<file path="config.mk">
export PLATFORM = sky130hd
export DESIGN_NAME = oam_unit
export DESIGN_NICKNAME = d
export VERILOG_FILES = /design/src/rtl/oam_pkg.sv /design/src/rtl/oam_mode_decode.sv /design/src/rtl/oam_ea_calc.sv /design/src/rtl/oam_unit.sv
export SDC_FILE = /design/constraint.sdc
export NUM_CORES = 1
export LEC_CHECK = 0
export ABC_AREA = 1
export BUFFER_PORTS_ARGS = -buffer_cell sky130_fd_sc_hd__buf_2
export CAP_MARGIN = 20
export CORE_MARGIN = 2
export CORE_UTILIZATION = 30
export CTS_BUF_LIST = sky130_fd_sc_hd__clkbuf_16
export CTS_CLUSTER_SIZE = 14
export DETAILED_ROUTE_END_ITERATION = 6
export PLACE_DENSITY_LB_ADDON = 0.1
export SYNTH_ARGS = -nofsm -noshare
export SYNTH_HDL_FRONTEND = slang
export SYNTH_SLANG_ARGS = --single-unit
</file>
<file path="constraint.sdc">
create_clock -name clk -period 7.33 [get_ports clk]
set_input_delay 0.733 -clock clk [delete_from_list [all_inputs] [get_ports clk]]
set_output_delay 0.733 -clock clk [all_outputs]
set_load 0.03 [all_outputs]
</file>
<file path="src/rtl/oam_pkg.sv">
package oam_pkg;
    localparam int OAM_DW = 16;
    localparam int OAM_RW = 4;

    typedef enum logic [1:0] {
        OPK_REG = 2'd0,
        OPK_MEM = 2'd1,
        OPK_IMM = 2'd2
    } opnd_kind_e;

    typedef enum logic [2:0] {
        AM_REG     = 3'd0,
        AM_INDEX   = 3'd1,
        AM_SYMB    = 3'd2,
        AM_ABS     = 3'd3,
        AM_INDIR   = 3'd4,
        AM_AUTOINC = 3'd5,
        AM_IMM     = 3'd6
    } amode_e;

    typedef enum logic [1:0] {
        ST_IDLE    = 2'd0,
        ST_SRC_EXT = 2'd1,
        ST_DST_EXT = 2'd2,
        ST_DONE    = 2'd3
    } oam_state_e;

    typedef struct packed {
        oam_state_e          state;
        amode_e              s_cls;
        amode_e              d_cls;
        logic [OAM_RW-1:0]   s_reg;
        logic [OAM_RW-1:0]   d_reg;
        logic                byte_op;
        logic [OAM_DW-1:0]   s_val;
        logic [OAM_DW-1:0]   d_val;
        logic [OAM_DW-1:0]   pc0;
        logic [OAM_DW-1:0]   pc_run;
        logic [OAM_DW-1:0]   s_ext;
        logic [OAM_DW-1:0]   d_ext;
    } oam_regs_t;

    function automatic logic am_needs_ext(amode_e c);
        return (c == AM_INDEX) || (c == AM_SYMB) || (c == AM_ABS) || (c == AM_IMM);
    endfunction

    function automatic opnd_kind_e am_kind(amode_e c);
        if (c == AM_REG)      return OPK_REG;
        else if (c == AM_IMM) return OPK_IMM;
        else                  return OPK_MEM;
    endfunction
endpackage

</file>
<file path="src/rtl/oam_mode_decode.sv">
module oam_mode_decode
    import oam_pkg::*;
#(
    parameter int MODE_W = 2,
    parameter int REG_W  = 4,
    parameter int PC_IDX = 0,
    parameter int SR_IDX = 2
) (
    input  logic [MODE_W-1:0] mode,
    input  logic [REG_W-1:0]  rnum,
    output amode_e            cls
);
    localparam logic [REG_W-1:0] PC_R = REG_W'(PC_IDX);
    localparam logic [REG_W-1:0] SR_R = REG_W'(SR_IDX);

    logic   is_pc;
    logic   is_sr;
    amode_e idx_cls;

    assign is_pc = (rnum == PC_R);
    assign is_sr = (rnum == SR_R);

    // indexed encoding splits three ways on the register named
    always_comb begin
        if (is_pc)      idx_cls = AM_SYMB;
        else if (is_sr) idx_cls = AM_ABS;
        else            idx_cls = AM_INDEX;
    end

    generate
        if (MODE_W == 2) begin : g_src
            always_comb begin
                unique case (mode)
                    2'b00:   cls = AM_REG;
                    2'b01:   cls = idx_cls;
                    2'b10:   cls = AM_INDIR;
                    default: cls = is_pc ? AM_IMM : AM_AUTOINC;
                endcase
            end
        end else begin : g_dst
            always_comb cls = mode[0] ? idx_cls : AM_REG;
        end
    endgenerate

    always_comb begin
        assert_zero_mode_reg_R1: assert (mode != '0 || cls == AM_REG);
        assert_imm_src_pc_only_R7: assert (cls != AM_IMM || (MODE_W == 2 && is_pc));
    end
endmodule

</file>
<file path="src/rtl/oam_ea_calc.sv">
module oam_ea_calc
    import oam_pkg::*;
#(
    parameter int DATA_W = 16
) (
    input  amode_e            cls,
    input  logic [DATA_W-1:0] base,
    input  logic [DATA_W-1:0] ext,
    input  logic [DATA_W-1:0] ext_pc,
    output logic [DATA_W-1:0] addr
);
    always_comb begin
        unique case (cls)
            AM_INDEX:             addr = base + ext;
            AM_SYMB:              addr = ext_pc + ext;
            AM_ABS:               addr = ext;
            AM_INDIR, AM_AUTOINC: addr = base;
            default:              addr = '0;
        endcase
    end
endmodule

</file>
<file path="src/rtl/oam_unit.sv">
module oam_unit
    import oam_pkg::*;
#(
    parameter int PC_IDX    = 0,
    parameter int SR_IDX    = 2,
    parameter int WORD_STEP = 2,
    parameter int BYTE_STEP = 1,
    parameter int EXT_STEP  = 2
) (
    input  logic              clk,
    input  logic              rst_n,
    input  logic              start,
    input  logic [1:0]        src_mode,
    input  logic [OAM_RW-1:0] src_reg,
    input  logic              dst_mode,
    input  logic [OAM_RW-1:0] dst_reg,
    input  logic              byte_op,
    input  logic [OAM_DW-1:0] pc_in,
    input  logic [OAM_DW-1:0] src_val,
    input  logic [OAM_DW-1:0] dst_val,
    input  logic              ext_valid,
    input  logic [OAM_DW-1:0] ext_word,
    output logic              busy,
    output logic              ext_req,
    output logic              done,
    output logic [1:0]        src_kind,
    output logic [OAM_DW-1:0] src_addr,
    output logic [OAM_DW-1:0] src_imm,
    output logic              src_rd,
    output logic [1:0]        dst_kind,
    output logic [OAM_DW-1:0] dst_addr,
    output logic              dst_rd,
    output logic              reg_wr_en,
    output logic [OAM_RW-1:0] reg_wr_idx,
    output logic [OAM_DW-1:0] reg_wr_val,
    output logic              pc_wr_en,
    output logic [OAM_DW-1:0] pc_wr_val
);
    localparam oam_regs_t REGS_RST = '0;
    localparam logic [OAM_DW-1:0] W_INC = OAM_DW'(WORD_STEP);
    localparam logic [OAM_DW-1:0] B_INC = OAM_DW'(BYTE_STEP);
    localparam logic [OAM_DW-1:0] X_INC = OAM_DW'(EXT_STEP);

    oam_regs_t q, d;

    amode_e            s_cls_in, d_cls_in;
    logic [OAM_DW-1:0] s_inc_val, d_base, d_ext_pc, s_ea, d_ea;
    logic              fwd;

    oam_mode_decode #(.MODE_W(2), .REG_W(OAM_RW), .PC_IDX(PC_IDX), .SR_IDX(SR_IDX))
        u_dec_src (.mode(src_mode), .rnum(src_reg), .cls(s_cls_in));

    oam_mode_decode #(.MODE_W(1), .REG_W(OAM_RW), .PC_IDX(PC_IDX), .SR_IDX(SR_IDX))
        u_dec_dst (.mode(dst_mode), .rnum(dst_reg), .cls(d_cls_in));

    // destination base sees the source autoincrement on a shared register
    always_comb begin
        s_inc_val = q.s_val + (q.byte_op ? B_INC : W_INC);
        fwd       = (q.d_cls == AM_INDEX) && (q.s_cls == AM_AUTOINC) && (q.d_reg == q.s_reg);
        d_base    = fwd ? s_inc_val : q.d_val;
        d_ext_pc  = q.pc0 + (am_needs_ext(q.s_cls) ? X_INC : '0);
    end

    oam_ea_calc #(.DATA_W(OAM_DW)) u_ea_src (
        .cls(q.s_cls), .base(q.s_val), .ext(q.s_ext), .ext_pc(q.pc0), .addr(s_ea));

    oam_ea_calc #(.DATA_W(OAM_DW)) u_ea_dst (
        .cls(q.d_cls), .base(d_base), .ext(q.d_ext), .ext_pc(d_ext_pc), .addr(d_ea));

    always_comb begin
        d = q;
        unique case (q.state)
            ST_IDLE: begin
                if (start) begin
                    d.s_cls   = s_cls_in;
                    d.d_cls   = d_cls_in;
                    d.s_reg   = src_reg;
                    d.d_reg   = dst_reg;
                    d.byte_op = byte_op;
                    d.s_val   = src_val;
                    d.d_val   = dst_val;
                    d.pc0     = pc_in;
                    d.pc_run  = pc_in;
                    d.s_ext   = '0;
                    d.d_ext   = '0;
                    if (am_needs_ext(s_cls_in))      d.state = ST_SRC_EXT;
                    else if (am_needs_ext(d_cls_in)) d.state = ST_DST_EXT;
                    else                             d.state = ST_DONE;
                end
            end
            ST_SRC_EXT: begin
                if (ext_valid) begin
                    d.s_ext  = ext_word;
                    d.pc_run = q.pc_run + X_INC;
                    d.state  = am_needs_ext(q.d_cls) ? ST_DST_EXT : ST_DONE;
                end
            end
            ST_DST_EXT: begin
                if (ext_valid) begin
                    d.d_ext  = ext_word;
                    d.pc_run = q.pc_run + X_INC;
                    d.state  = ST_DONE;
                end
            end
            default: d.state = ST_IDLE;
        endcase
    end

    always_ff @(posedge clk or negedge rst_n) begin
        if (!rst_n) q <= REGS_RST;
        else        q <= d;
    end

    always_comb begin
        opnd_kind_e sk, dk;
        sk         = am_kind(q.s_cls);
        dk         = am_kind(q.d_cls);
        busy       = (q.state != ST_IDLE);
        ext_req    = (q.state == ST_SRC_EXT) || (q.state == ST_DST_EXT);
        done       = (q.state == ST_DONE);
        src_kind   = done ? sk : OPK_REG;
        src_addr   = done ? s_ea : '0;
        src_imm    = (done && q.s_cls == AM_IMM) ? q.s_ext : '0;
        src_rd     = done && (sk == OPK_MEM);
        dst_kind   = done ? dk : OPK_REG;
        dst_addr   = done ? d_ea : '0;
        dst_rd     = done && (dk == OPK_MEM);
        reg_wr_en  = done && (q.s_cls == AM_AUTOINC);
        reg_wr_idx = reg_wr_en ? q.s_reg : '0;
        reg_wr_val = reg_wr_en ? s_inc_val : '0;
        pc_wr_en   = done && (am_needs_ext(q.s_cls) || am_needs_ext(q.d_cls));
        pc_wr_val  = pc_wr_en ? q.pc_run : '0;
    end

    assert_ext_wait_R8: assert property (@(posedge clk) disable iff (!rst_n)
        ext_req && !ext_valid |=> ext_req && $stable(q.pc_run));

    assert_done_pulse_R10: assert property (@(posedge clk) disable iff (!rst_n)
        done |=> !done && !busy);

    assert_start_ignored_R10: assert property (@(posedge clk) disable iff (!rst_n)
        ext_req && start |=> $stable(q.s_reg) && $stable(q.d_reg) && $stable(q.pc0));

    assert_imm_steps_pc_R7: assert property (@(posedge clk) disable iff (!rst_n)
        done && src_kind == OPK_IMM |-> pc_wr_en && !reg_wr_en);

    assert_autoinc_reads_R6: assert property (@(posedge clk) disable iff (!rst_n)
        reg_wr_en |-> src_rd && reg_wr_idx != OAM_RW'(PC_IDX));
endmodule

</file>
Word level (Yosys, flattened, before mapping):

Index checks and enable logic that the tools add are counted.
W data, S select, Z words.

* register bits after elaboration: 113
* logic and storage cells: 127
* bits of input ports: 80
* output and inout port bits: 95

* reduce and logical (&&, ||, !) cells: 38
* mux-type cells: 37
* add/sub/neg operators: 7
* equality and inequality tests: 33

Operators with widths (number)
* $mux W16: 8
* $pmux W16 S4: 2
* $mux W113: 1
* $add A16 B16 Y16: 4
* $pmux W16 S2: 2
* $pmux W16 S3: 1
* $add A16 B2 Y16: 2
* $mux W32: 1
* $mux W2: 14
* $eq A3 B2 Y1 const B: 8
* $eq A3 B3 Y1 const B: 8
* $add A16 B2 Y16 const B: 1
* $logic_or A1 B1 Y1: 14
* $eq A3 B1 Y1 const B: 4
* $mux W3: 3
* $pmux W3 S3: 1
* $reduce_and A3 Y1: 3
* $eq A2 B1 Y1 const B: 4
* $eq A4 B2 Y1 const B: 2
* $logic_not A4 Y1: 2
* $logic_and A1 B1 Y1: 7
* $eq A2 B2 Y1 const B: 3
* $logic_not A3 Y1: 2
* $ne A2 B2 Y1 const B: 3
* other kinds (10): 15

Depth between registers and ports, before layout:

* depth in word-level cells: 12
* mapped depth: 23
* depth with buffers taken out: 22

Hierarchy:

From an unflattened synthesis, not the netlist that was laid out.

* cell total of the unflattened synthesis: 1519
* area, all modules: 9728.1 sq um

Modules (own cells, without submodules)
* oam_unit: area an instance 6398.6 sq um, times used 1, cells each 897, seq. area each 2827.7 sq um
* oam_ea_calc: area an instance 1622.8 sq um, times used 2, cells each 302, seq. area each 0.0 sq um
* oam_mode_decode (u_dec_src): area an instance 46.3 sq um, times used 1, cells each 10, seq. area each 0.0 sq um
* oam_mode_decode (u_dec_dst): area an instance 37.5 sq um, times used 1, cells each 8, seq. area each 0.0 sq um

Worst setup path before layout:

OpenSTA, ideal clock, no wires.

* kind: register -> output
* start: register q[96] in the netlist's numbering
* end: output port dst_addr[15]
* arrival: 3.254 ns
* cell stages (with the launch flop): 19
* path slack: 3.343 ns
* required time: 6.597 ns
* buffers on the path: 0
* path through: dfrtp_1 ha_1 inv_1 fa_1 nor2_1 nand4_1 nor2_1 inv_1 o21ai_0 nand2_1 o21ai_0 ha_1 a21oi_1 o21ai_0 a21oi_1 nand2_1 nand3_1 nand3_1 a21oi_1

* word-level cells in the longest chain between the ends: 6

Ends and longest elaborated chain
* start: declaration: line oam_unit.sv:44 `oam_regs_t q, d;`
* start signal: assignment: line oam_unit.sv:110 `if (!rst_n) q <= REGS_RST;`
* start signal: assignment: line oam_unit.sv:111 `else q <= d;`
* $mux W2 *: line oam_unit.sv:58 `s_inc_val = q.s_val + (q.byte_op ? B_INC : W_INC);`
* $add A16 B2 Y16 *: line oam_unit.sv:58
* $mux W16 *: line oam_unit.sv:60 `d_base = fwd ? s_inc_val : q.d_val;`
* $add A16 B16 Y16: line oam_ea_calc.sv:14 `AM_INDEX: addr = base + ext;`
* $pmux W16 S4 *: line oam_ea_calc.sv:13 `unique case (cls)`
* $mux W16 *: line oam_unit.sv:126 `dst_addr = done ? d_ea : '0;`
* end: declaration: line oam_unit.sv:31 `output logic [OAM_DW-1:0] dst_addr,`

Every way passes the cells marked *; elsewhere a longest branch is shown, timed or not.

Worst setup path in the final report:

Same ends and word-level chain as after synthesis.

==> results.json <==
{
  "cp.required_ps": 6600,
  "first_pass_iters": 5,
  "yosysWarnings": 0,
  "clockBufferDepth": 2,
  "p_total_mw": 4.31,
  "cts_root_buffer": "clkbuf_16",
  "largestRegisters": "q (112)",
  "htreeDepth": 3,
  "start_kind": "register",
  "drt_iter0_drc": 716,
  "hold_slack_ps": 387,
  "synthTopCellsByArea": "dfrtp_1 (31%), nand2_1 (14%), ha_1 (9.7%), o21ai_0 (7.3%), inv_1 (6.9%)",
  "timing_worst_slew_pin_value_ps": 980,
  "synth_seq_cells": 112,
  "grt_pass1_vias": 8968,
  "fin_skew_ps": 7.24,
  "pre_cts_ws_ps": 2870,
  "antenna_cells": 0,
  "synth_fp_nets": 1489,
  "synth_edf_count": 0,
  "rsz0062_at_grt": "no",
  "fin_ws_ps": 2450,
  "fin_tns_setup_ps": 0,
  "clock_latency_ps": 360,
  "hold_viol_final": 0,
  "die-width_um": 177,
  "top_register": "q",
  "path_class": "reg2out",
  "fin_crit_sh_pct": 66.6,
  "post_drt_wl_per_cell_um": 18.3,
  "synth_area_leader_cell": "dfrtp_1",
  "fmax_ghz": 0.205,
  "dieArea_um2": 31400,
  "crit_arrival_ps": 4150,
  "drt-total-wl_um": 34300,
  "grt_max_degree": 67,
  "stdcell_count": 1874,
  "max-cap-violations": 0,
  "syn_to_final_growth_pct": 16.9,
  "setup_viol": 0,
  "status": "complete, no violations",
  "core_area_um2": 29600,
  "hp-class": "in2async",
  "synth_top_area_share_pct": 31.1,
  "drc_errors": 0,
  "io_buffers": 173,
  "design_area_um2": 10500,
  "cts_tree": "done",
  "dp_hpwl_um": 27500,
  "grt_usage_pct": 21.9,
  "dp_cells": 1858,
  "die_h_um": 177,
  "maxSlewViolCount": 0,
  "async_reset_ff_share_pct": 100,
  "vias": 9364,
  "layout.nets": 1635,
  "cts.repair.resized": 0,
  "end_kind": "output port",
  "cts_setup_buffers": 0,
  "routed_via_density": 5.00,
  "placedInstanceArea_um2": 10200,
  "syn_inst": 1334,
  "clock-sinks": 112,
  "ys_seq_area_share_pct": 31.1,
  "initial_utilization_pct": 30.5,
  "yosysMostFrequentCell": "nand2_1",
  "power_density_nw_per_um2": 409,
  "avgSynthCellArea_um2": 6.75,
  "rows": 63,
  "largest_register_ffs": 112,
  "ant_nets": 0,
  "hold_buffers": 0,
  "gp_congestion": 0.900,
  "power_leakage_nw": 5.51,
  "clk_pin_slew_ps": 90,
  "cts_buffers": 9,
  "min_period_ps": 4880,
  "syn_area_um2": 9000,
  "cp_max_fo": 5,
  "grt_overflow": 0,
  "drive_gt1_share_pct": 15.6,
  "synth.distinct_cells": 45,
  "grt_antenna_before_repair": 0,
  "post-route-util_pct": 35.6,
  "max-slew-margin-rel_pct": 34.4,
  "synthTopCellsByCount": "nand2_1 (340), inv_1 (165), o21ai_0 (132), nor2_1 (117), dfrtp_1 (112)",
  "ys.flop_type": "dfrtp_1",
  "grt_pass1_wl_um": 52100,
  "io_pins": 175,
  "peakVddDrop_mv": 0.191
}
worst max-delay path, stage by stage (launching register included):
cell and delay [ps]:
dfrtp_1 400, ha_1 180, inv_1 50, fa_1 380, nor2_1 260, nand4_1 160
nor2_1 250, inv_1 80, o21ai_0 150, nand2_1 100, o21ai_0 200, ha_1 310
a21oi_1 290, o21ai_0 170, a21oi_1 150, nand2_1 80, nand3_1 80, nand3_1 80
a21oi_1 170, buf_2 240
routing by layer:
| layer | up-vias | global-route usage, % | wire, um |
|---|---|---|---|
| li1 | 4680 | - | - |
| met1 | 4400 | 31.3 | 16400 |
| met2 | 248 | 34.7 | 15400 |
| met3 | 36 | 2.77 | 1640 |
| met4 | 0 | 5.98 | 765 |
| met5 | - | 0 | 0 |
final cells by class:
type	count	area, um2
well taps	390	488
clock buffers	9	225
fillers	3273	19000
clock inverters	6	53.8
repair buffers	180	941
inverters	176	661
multi-input cells	1001	5350
flip-flops and latches	112	2800
worst paths after layout:
path / from / endpoint / slack, ps / depth (start not counted)
worst max-delay path: q[96] / dst_addr[15] / 2450 / 19
worst min-delay path: rst_n / q[43] / 390 / 1
worst max register to register: q[112] / q[37] / 4570 / 10
worst min register to register: q[76] / q[76] / 490 / 2
max in group asynchronous: rst_n / q[12] / 5530 / 2
min in group clk: q[76] / q[76] / 490 / 2
report_power, final:
part	internal (mW)	total [mW]	switching (mW)
registers	0.879	1.17	0.293
logic	0.841	2.63	1.79
clock network	0.236	0.507	0.271
cell usage in the layout (no fill, tap or decap), types with 4 or more instances in the layout:
cell and n:
a21o_1 6, a21oi_1 84, a22oi_1 8, a31oi_1 13, buf_2 172, buf_4 7, clkbuf_16 9, clkinv_1 5
dfrtp_1 112, fa_1 5, ha_1 70, inv_1 164, inv_2 8, nand2_1 340, nand3_1 102, nand3_2 5
nand3b_1 4, nand4_1 9, nor2_1 117, nor2_2 6, nor3_1 12, o211ai_1 4, o21ai_0 132, o21ai_1 11
o21bai_1 6, o22ai_1 19, or2_2 7, xnor2_1 7, xor2_1 10
cell families after synthesis:
group / after synthesis / synth area share (%)
XOR/XNOR: 17 / 1.65
flip-flops: 112 / 31.1
buffers and inverters: 221 / 9.46
AO/OA/AOI/OAI: 293 / 17.7
adder cells (fa/ha/maj): 75 / 10.8
other: 1 / 0.0416
AND/OR/NAND/NOR: 615 / 29.1
(Power assumes the default switching activity.)
